`config.mk`:
```
export PLATFORM = sky130hd
export DESIGN_NAME = alu2op_core
export DESIGN_NICKNAME = d
export VERILOG_FILES = /design/src/rtl/alu2op_pkg.sv /design/src/rtl/alu2op_decode.sv /design/src/rtl/alu2op_binadd.sv /design/src/rtl/alu2op_bcdadd.sv /design/src/rtl/alu2op_logic.sv /design/src/rtl/alu2op_core.sv
export SDC_FILE = /design/constraint.sdc
export NUM_CORES = 1
export LEC_CHECK = 0
export CAP_MARGIN = 20
export CORE_MARGIN = 10
export CORE_UTILIZATION = 35
export DETAILED_ROUTE_END_ITERATION = 7
export DONT_BUFFER_PORTS = 1
export GPL_TIMING_DRIVEN = 0
export SLEW_MARGIN = 15
export SYNTH_ARGS = -nofsm -noshare
export SYNTH_HDL_FRONTEND = slang
export SYNTH_SLANG_ARGS = --single-unit
```
`constraint.sdc`:
```
create_clock -name vclk -period 17.95
set_input_delay 1.795 -clock vclk [all_inputs]
set_output_delay 1.795 -clock vclk [all_outputs]
set_load 0.005 [all_outputs]
```
`src/rtl/alu2op_pkg.sv`:
```
package alu2op_pkg;

  localparam int unsigned OP_W   = 4;
  localparam int unsigned DATA_W = 16;

  typedef enum logic [OP_W-1:0] {
    OP_MOVE  = 4'h4,
    OP_ADD   = 4'h5,
    OP_ADDC  = 4'h6,
    OP_SUBC  = 4'h7,
    OP_SUB   = 4'h8,
    OP_CMP   = 4'h9,
    OP_DADD  = 4'hA,
    OP_TEST  = 4'hB,
    OP_CLR   = 4'hC,
    OP_SET   = 4'hD,
    OP_XOR   = 4'hE,
    OP_AND   = 4'hF
  } alu_op_e;

  typedef enum logic [1:0] {
    SEL_NONE  = 2'd0,
    SEL_ARITH = 2'd1,
    SEL_BCD   = 2'd2,
    SEL_LOGIC = 2'd3
  } res_sel_e;

  typedef enum logic [1:0] {
    CIN_ZERO  = 2'd0,
    CIN_ONE   = 2'd1,
    CIN_FLAG  = 2'd2
  } cin_sel_e;

  typedef enum logic [2:0] {
    LF_PASS = 3'd0,
    LF_AND  = 3'd1,
    LF_CLR  = 3'd2,
    LF_SET  = 3'd3,
    LF_XOR  = 3'd4
  } logic_fn_e;

  typedef struct packed {
    logic      dst_wr;
    logic      flag_wr;
    logic      inv_src;
    cin_sel_e  cin_sel;
    res_sel_e  sel;
    logic_fn_e lfn;
  } alu_ctrl_t;

endpackage

```
`src/rtl/alu2op_decode.sv`:
```
module alu2op_decode
  import alu2op_pkg::*;
(
  input  logic [OP_W-1:0] op_code,
  output alu_ctrl_t       ctrl
);

  always_comb begin
    ctrl = '{dst_wr: 1'b0, flag_wr: 1'b0, inv_src: 1'b0,
             cin_sel: CIN_ZERO, sel: SEL_NONE, lfn: LF_PASS};
    case (op_code)
      OP_MOVE: begin
        ctrl.dst_wr = 1'b1;
        ctrl.sel    = SEL_LOGIC;
        ctrl.lfn    = LF_PASS;
      end
      OP_ADD: begin
        ctrl.dst_wr  = 1'b1;
        ctrl.flag_wr = 1'b1;
        ctrl.sel     = SEL_ARITH;
      end
      OP_ADDC: begin
        ctrl.dst_wr  = 1'b1;
        ctrl.flag_wr = 1'b1;
        ctrl.sel     = SEL_ARITH;
        ctrl.cin_sel = CIN_FLAG;
      end
      OP_SUBC: begin
        ctrl.dst_wr  = 1'b1;
        ctrl.flag_wr = 1'b1;
        ctrl.sel     = SEL_ARITH;
        ctrl.inv_src = 1'b1;
        ctrl.cin_sel = CIN_FLAG;
      end
      OP_SUB, OP_CMP: begin
        ctrl.dst_wr  = (op_code == OP_SUB);
        ctrl.flag_wr = 1'b1;
        ctrl.sel     = SEL_ARITH;
        ctrl.inv_src = 1'b1;
        ctrl.cin_sel = CIN_ONE;
      end
      OP_DADD: begin
        ctrl.dst_wr  = 1'b1;
        ctrl.flag_wr = 1'b1;
        ctrl.sel     = SEL_BCD;
        ctrl.cin_sel = CIN_FLAG;
      end
      OP_TEST, OP_AND: begin
        ctrl.dst_wr  = (op_code == OP_AND);
        ctrl.flag_wr = 1'b1;
        ctrl.sel     = SEL_LOGIC;
        ctrl.lfn     = LF_AND;
      end
      OP_CLR: begin
        ctrl.dst_wr = 1'b1;
        ctrl.sel    = SEL_LOGIC;
        ctrl.lfn    = LF_CLR;
      end
      OP_SET: begin
        ctrl.dst_wr = 1'b1;
        ctrl.sel    = SEL_LOGIC;
        ctrl.lfn    = LF_SET;
      end
      OP_XOR: begin
        ctrl.dst_wr  = 1'b1;
        ctrl.flag_wr = 1'b1;
        ctrl.sel     = SEL_LOGIC;
        ctrl.lfn     = LF_XOR;
      end
      default: ;
    endcase
  end

endmodule

```
`src/rtl/alu2op_binadd.sv`:
```
module alu2op_binadd #(
  parameter int unsigned WIDTH = 16
) (
  input  logic [WIDTH-1:0] a_in,
  input  logic [WIDTH-1:0] b_in,
  input  logic             byte_mode,
  input  logic             inv_b,
  input  logic             cin,
  output logic [WIDTH-1:0] sum,
  output logic             c_out,
  output logic             v_out
);

  localparam int unsigned HALF = WIDTH / 2;
  localparam logic [WIDTH-1:0] LOW_MASK = {{(WIDTH-HALF){1'b0}}, {HALF{1'b1}}};

  logic [WIDTH-1:0] mask;
  logic [WIDTH-1:0] b_eff;
  logic [WIDTH:0]   full;
  logic             sa, sb, sr;

  always_comb begin
    mask  = byte_mode ? LOW_MASK : {WIDTH{1'b1}};
    b_eff = (inv_b ? ~b_in : b_in) & mask;
    full  = {1'b0, a_in & mask} + {1'b0, b_eff} + {{WIDTH{1'b0}}, cin};
    sum   = full[WIDTH-1:0] & mask;
    c_out = byte_mode ? full[HALF] : full[WIDTH];
    sa    = byte_mode ? a_in[HALF-1]  : a_in[WIDTH-1];
    sb    = byte_mode ? b_eff[HALF-1] : b_eff[WIDTH-1];
    sr    = byte_mode ? sum[HALF-1]   : sum[WIDTH-1];
    v_out = (sa == sb) && (sr != sa);
  end

  // subtracting a value from itself with carry term 1 leaves zero and no borrow
  always_comb begin
    if (inv_b && cin && ((a_in & mask) == (b_in & mask))) begin
      a_r4_self_sub_zero: assert (sum == '0 && c_out)
        else $error("equal-operand subtraction gave %h c=%b", sum, c_out);
    end
  end

endmodule

```
`src/rtl/alu2op_bcdadd.sv`:
```
module alu2op_bcdadd #(
  parameter int unsigned WIDTH = 16
) (
  input  logic [WIDTH-1:0] a_in,
  input  logic [WIDTH-1:0] b_in,
  input  logic             byte_mode,
  input  logic             cin,
  output logic [WIDTH-1:0] sum,
  output logic             c_out
);

  localparam int unsigned DIGITS = WIDTH / 4;
  localparam int unsigned HALF_D = DIGITS / 2;
  localparam int unsigned HALF   = WIDTH / 2;
  localparam logic [WIDTH-1:0] LOW_MASK = {{(WIDTH-HALF){1'b0}}, {HALF{1'b1}}};

  logic [DIGITS:0]  carry;
  logic [WIDTH-1:0] raw_sum;
  logic [WIDTH-1:0] mask;

  assign mask     = byte_mode ? LOW_MASK : {WIDTH{1'b1}};
  assign carry[0] = cin;

  for (genvar g = 0; g < DIGITS; g++) begin : g_digit
    logic [3:0] da, db;
    logic [4:0] bin;
    logic [4:0] fixed;
    logic       over;

    always_comb begin
      da    = a_in[4*g +: 4] & mask[4*g +: 4];
      db    = b_in[4*g +: 4] & mask[4*g +: 4];
      bin   = {1'b0, da} + {1'b0, db} + {4'd0, carry[g]};
      over  = (bin > 5'd9);
      fixed = over ? (bin + 5'd6) : bin;
    end

    assign raw_sum[4*g +: 4] = fixed[3:0];
    assign carry[g+1]        = over;

    // decimal digits in give a decimal digit out
    always_comb begin
      if (da <= 4'd9 && db <= 4'd9) begin
        a_r6_digit_range: assert (raw_sum[4*g +: 4] <= 4'd9)
          else $error("digit %0d out of decimal range: %h", g, raw_sum[4*g +: 4]);
      end
    end
  end

  assign sum   = raw_sum & mask;
  assign c_out = byte_mode ? carry[HALF_D] : carry[DIGITS];

endmodule

```
`src/rtl/alu2op_logic.sv`:
```
module alu2op_logic
  import alu2op_pkg::*;
#(
  parameter int unsigned WIDTH = 16
) (
  input  logic_fn_e        lfn,
  input  logic [WIDTH-1:0] a_in,
  input  logic [WIDTH-1:0] b_in,
  output logic [WIDTH-1:0] res
);

  always_comb begin
    case (lfn)
      LF_AND:  res = a_in & b_in;
      LF_CLR:  res = a_in & ~b_in;
      LF_SET:  res = a_in | b_in;
      LF_XOR:  res = a_in ^ b_in;
      default: res = b_in;
    endcase
  end

endmodule

```
`src/rtl/alu2op_core.sv`:
```
module alu2op_core
  import alu2op_pkg::*;
(
  input  logic [3:0]  op_code,
  input  logic        byte_mode,
  input  logic [15:0] src_val,
  input  logic [15:0] dst_val,
  input  logic        carry_in,
  output logic [15:0] res_val,
  output logic        dst_wr,
  output logic        flag_wr,
  output logic        flag_n,
  output logic        flag_z,
  output logic        flag_c,
  output logic        flag_v
);

  localparam int unsigned HALF = DATA_W / 2;
  localparam logic [DATA_W-1:0] LOW_MASK = {{(DATA_W-HALF){1'b0}}, {HALF{1'b1}}};

  alu_ctrl_t         ctrl;
  logic [DATA_W-1:0] mask, src_m, dst_m;
  logic              cin_eff;
  logic [DATA_W-1:0] ar_sum, bcd_sum, lg_res, res_m;
  logic              ar_c, ar_v, bcd_c;
  logic              sgn, zero;

  alu2op_decode i_decode (
    .op_code (op_code),
    .ctrl    (ctrl)
  );

  always_comb begin
    mask  = byte_mode ? LOW_MASK : {DATA_W{1'b1}};
    src_m = src_val & mask;
    dst_m = dst_val & mask;
    case (ctrl.cin_sel)
      CIN_ONE:  cin_eff = 1'b1;
      CIN_FLAG: cin_eff = carry_in;
      default:  cin_eff = 1'b0;
    endcase
  end

  alu2op_binadd #(.WIDTH(DATA_W)) i_binadd (
    .a_in      (dst_m),
    .b_in      (src_m),
    .byte_mode (byte_mode),
    .inv_b     (ctrl.inv_src),
    .cin       (cin_eff),
    .sum       (ar_sum),
    .c_out     (ar_c),
    .v_out     (ar_v)
  );

  alu2op_bcdadd #(.WIDTH(DATA_W)) i_bcdadd (
    .a_in      (dst_m),
    .b_in      (src_m),
    .byte_mode (byte_mode),
    .cin       (cin_eff),
    .sum       (bcd_sum),
    .c_out     (bcd_c)
  );

  alu2op_logic #(.WIDTH(DATA_W)) i_logic (
    .lfn  (ctrl.lfn),
    .a_in (dst_m),
    .b_in (src_m),
    .res  (lg_res)
  );

  always_comb begin
    case (ctrl.sel)
      SEL_ARITH: res_m = ar_sum;
      SEL_BCD:   res_m = bcd_sum;
      SEL_LOGIC: res_m = lg_res & mask;
      default:   res_m = '0;
    endcase
    sgn  = byte_mode ? res_m[HALF-1] : res_m[DATA_W-1];
    zero = (res_m == '0);
  end

  always_comb begin
    res_val = res_m;
    dst_wr  = ctrl.dst_wr;
    flag_wr = ctrl.flag_wr;
    flag_n  = 1'b0;
    flag_z  = 1'b0;
    flag_c  = 1'b0;
    flag_v  = 1'b0;
    if (ctrl.flag_wr) begin
      flag_n = sgn;
      flag_z = zero;
      case (ctrl.sel)
        SEL_ARITH: begin
          flag_c = ar_c;
          flag_v = ar_v;
        end
        SEL_BCD: flag_c = bcd_c;
        default: begin
          flag_c = ~zero;
          flag_v = (ctrl.lfn == LF_XOR) &&
                   (byte_mode ? (dst_m[HALF-1] & src_m[HALF-1])
                              : (dst_m[DATA_W-1] & src_m[DATA_W-1]));
        end
      endcase
    end
  end

  // Port-level checks
  always_comb begin
    if (op_code == 4'h9 || op_code == 4'hB) begin
      a_r5_no_dest_write: assert (!dst_wr && flag_wr)
        else $error("flag-only operation %h requested a write", op_code);
    end
    if (op_code == 4'h4 || op_code == 4'hC || op_code == 4'hD) begin
      a_r9_no_flag_load: assert (!flag_wr && dst_wr)
        else $error("write-only operation %h loaded flags", op_code);
    end
    if (op_code < 4'h4) begin
      a_r1_foreign_idle: assert (!dst_wr && !flag_wr && res_val == '0)
        else $error("code %h outside the block was acted on", op_code);
    end
    if (byte_mode) begin
      a_r10_upper_clear: assert (res_val[15:8] == 8'h00)
        else $error("byte result leaked into upper half: %h", res_val);
    end
    if (!flag_wr) begin
      a_r11_quiet_flags: assert ({flag_n, flag_z, flag_c, flag_v} == 4'b0000)
        else $error("flags driven without a flag load");
    end
    if (flag_wr && (op_code == 4'hB || op_code == 4'hE || op_code == 4'hF)) begin
      a_r7_carry_not_zero: assert (flag_c == !flag_z)
        else $error("logic carry does not mirror zero");
    end
  end

endmodule

```
==> impl_metrics.yaml <==
flow_run:
  max-cap-violations: 0
final_layout:
  num-nets-final: 648
  antenna_cells: 0
  fillers: 1092
  multi_input_area_um2: 3370
  nFlopsAndLatches: 0
  nClkBuffers: 0
  seq_area_um2: 0
  areaGrowthSynthToFinish_pct: 4.88
  drive_gt1_share_pct: 5.15
clocking:
  post_cts_resized: 0
  holdBufCountCts: 0
  post_cts_buffers: 0
floorplanning:
  dieArea_um2: 15200
  rows: 37
  die_x_um: 123
  core-area_um2: 10300
  dieHeight_um: 123
  io_pins: 60
  start_util_pct: 36.0
sta:
  max_freq_ghz: 0.0749
  relSlewSlack_pct: 50.3
  finalCriticalPeriod_ps: 13340
  rsz0062_at_grt: "no"
  tns_ps: 0
  worst_slew_pin_slew_ps: 745
  slew_violations: 0
  hold_violations: 0
  period_share_pct: 74.3
  worst_slack_ps: 4610
  setup_viol: 0
worst_setup_path:
  crit_slowest_cell: "fa_1"
  crit_type: "input pin to output port"
  critPathMostFrequentCell: "fa_1"
  critPathMaxStageDelay_ps: 460
  cp.arrival_ps: 11550
  end_kind: "output port"
  start_kind: "input pin"
  worstPathMaxFanout: 10
  worstPathRequired_ps: 16150
global_routing:
  grt_usage_pct: 17.3
  gr-total-overflow: 0
  grt_pass1_vias: 4018
  antenna_found_initial: 0
  grt_pass1_wl_um: 21300
  grt_max_degree: 11
placement:
  dpl_worst_slack_ps: 4680
  hpwl_um: 11000
  gp_congestion: 0.951
  portBuffers: 0
power:
  p_total_uw: 157
  power_per_cell_area_nw_per_um2: 40.3
  p_leak_uw: 0.00180
  ir_drop_v: 0.0000144
logic_synthesis:
  synthesis.instances: 543
  synth.cell_area_um2: 3720
  synth-seq-area-share_pct: 0
  synth_nets: 645
  synth_area_per_cell_um2: 6.85
  synth_warnings: 0
  yosysUniqueCellTypes: 72
hold_path:
  worstHoldPathType: "input pin to output port"
  hold_path_depth: 2
  holdPathEnd: "res_val[3]"
  min_from: "src_val[3]"
route:
  drc_errors: 0
  routed_wl_um: 13500
  drt_pre_antenna_iters: 4
  postRouteAntennaNets: 0
  vias: 3994
  post_drt_wl_per_cell_um: 19.8
  viasPerCell: 5.87
  drtIter0Drc: 284
run_status:
  status: "complete, no violations"
-- through the flow --
step | utilization [%] | cell area [µm²] | instances | hold slack [ps]
floorplan | - | 3720 | 543 | 3790
global placement | 37.7 | 3890 | 679 | 3820
detailed placement | 37.8 | 3900 | 680 | 3830
CTS | 37.8 | 3900 | 680 | 3830
global route | 37.8 | 3900 | 680 | 3860
finish | 37.8 | 3900 | 680 | 3840
-- worst max-delay path: cells and delay by family --
| kind | cells | cell delay (ps) |
|---|---|---|
| buf+inv | 9 | 1240 |
| simple gates | 11 | 2220 |
| fa+ha+maj | 10 | 3600 |
| xor+xnor | 4 | 1050 |
| compound gates | 6 | 1630 |
-- worst max path at each step --
stage	start	endpoint	slack, ps
detailed placement	op_code[3]	flag_z	4680
global route	op_code[3]	flag_z	3760
CTS	op_code[3]	flag_z	4640
global placement	op_code[3]	flag_z	4870
floorplan	op_code[3]	flag_z	6410
finish	op_code[3]	flag_z	4610
-- metal layers --
layer  share of wire [%]  GRT usage, %  wire, µm
met1                  40          21.3      5400
met2                  48          30.7      6410
met3                 9.6          2.46      1290
met4                 2.6          4.80       349
met5                   0             0         0
-- synth_stat cells, types with 5 or more instances --
library cell,number,area (µm²)
inv_1,59,221
a21oi_1,58,290
ha_1,54,676
nor2_1,37,139
nand2_1,32,120
o21ai_0,28,140
xnor2_1,27,236
nand2b_1,23,144
clkbuf_1,17,63.8
a21o_1,15,113
nand3_1,11,55.1
fa_1,10,200
nor2b_1,10,62.6
a31oi_1,9,56.3
nor3_1,9,45.0
xor2_1,9,78.8
a211oi_1,7,52.6
buf_2,7,35.0
nor3b_1,6,45.0
a32o_1,5,50.1
and3_1,5,31.3
mux2i_1,5,50.1
o211ai_1,5,37.5
-- cells by family after synthesis --
group	synth area share, %
multiplexers	1.95
adder cells (fa/ha/maj)	23.5
AO/OA/AOI/OAI	32.8
buffers and inverters	9.52
XOR/XNOR	8.47
AND/OR/NAND/NOR	23.7
-- placed cells by master (no fill, tap or decap), types with 7 or more instances in the layout --
master / synthesis / routed
buf_2: 7 / 8
ha_1: 54 / 54
nand2_1: 32 / 32
a31oi_1: 9 / 9
o21ai_0: 28 / 28
a21o_1: 15 / 15
inv_1: 59 / 59
nand3_1: 11 / 11
nor3_1: 9 / 9
xor2_1: 9 / 9
fa_1: 10 / 10
xnor2_1: 27 / 27
clkbuf_1: 17 / 17
nor2_1: 37 / 37
nor2b_1: 10 / 10
a21oi_1: 58 / 58
a211oi_1: 7 / 7
nand2b_1: 23 / 23
-- layout make-up --
| cell class | instances | share of cell area, % |
|---|---|---|
| plain buffers | 29 | 3.40 |
| inverters | 59 | 5.67 |
| multi-input cells | 455 | 86.4 |
| well taps | 136 | 4.36 |
| repair buffers | 1 | 0.128 |
-- power by group --
part / total (µW) / switching (µW) / leakage (µW) / internal, µW
Clock: 0 / 0 / 0 / 0
Combinational: 157 / 94.1 / 0.00180 / 63.0
Sequential: 0 / 0 / 0 / 0
Total: 157 / 94.1 / 0.00180 / 63.0
No activity file was read; power rests on OpenSTA's default activity.
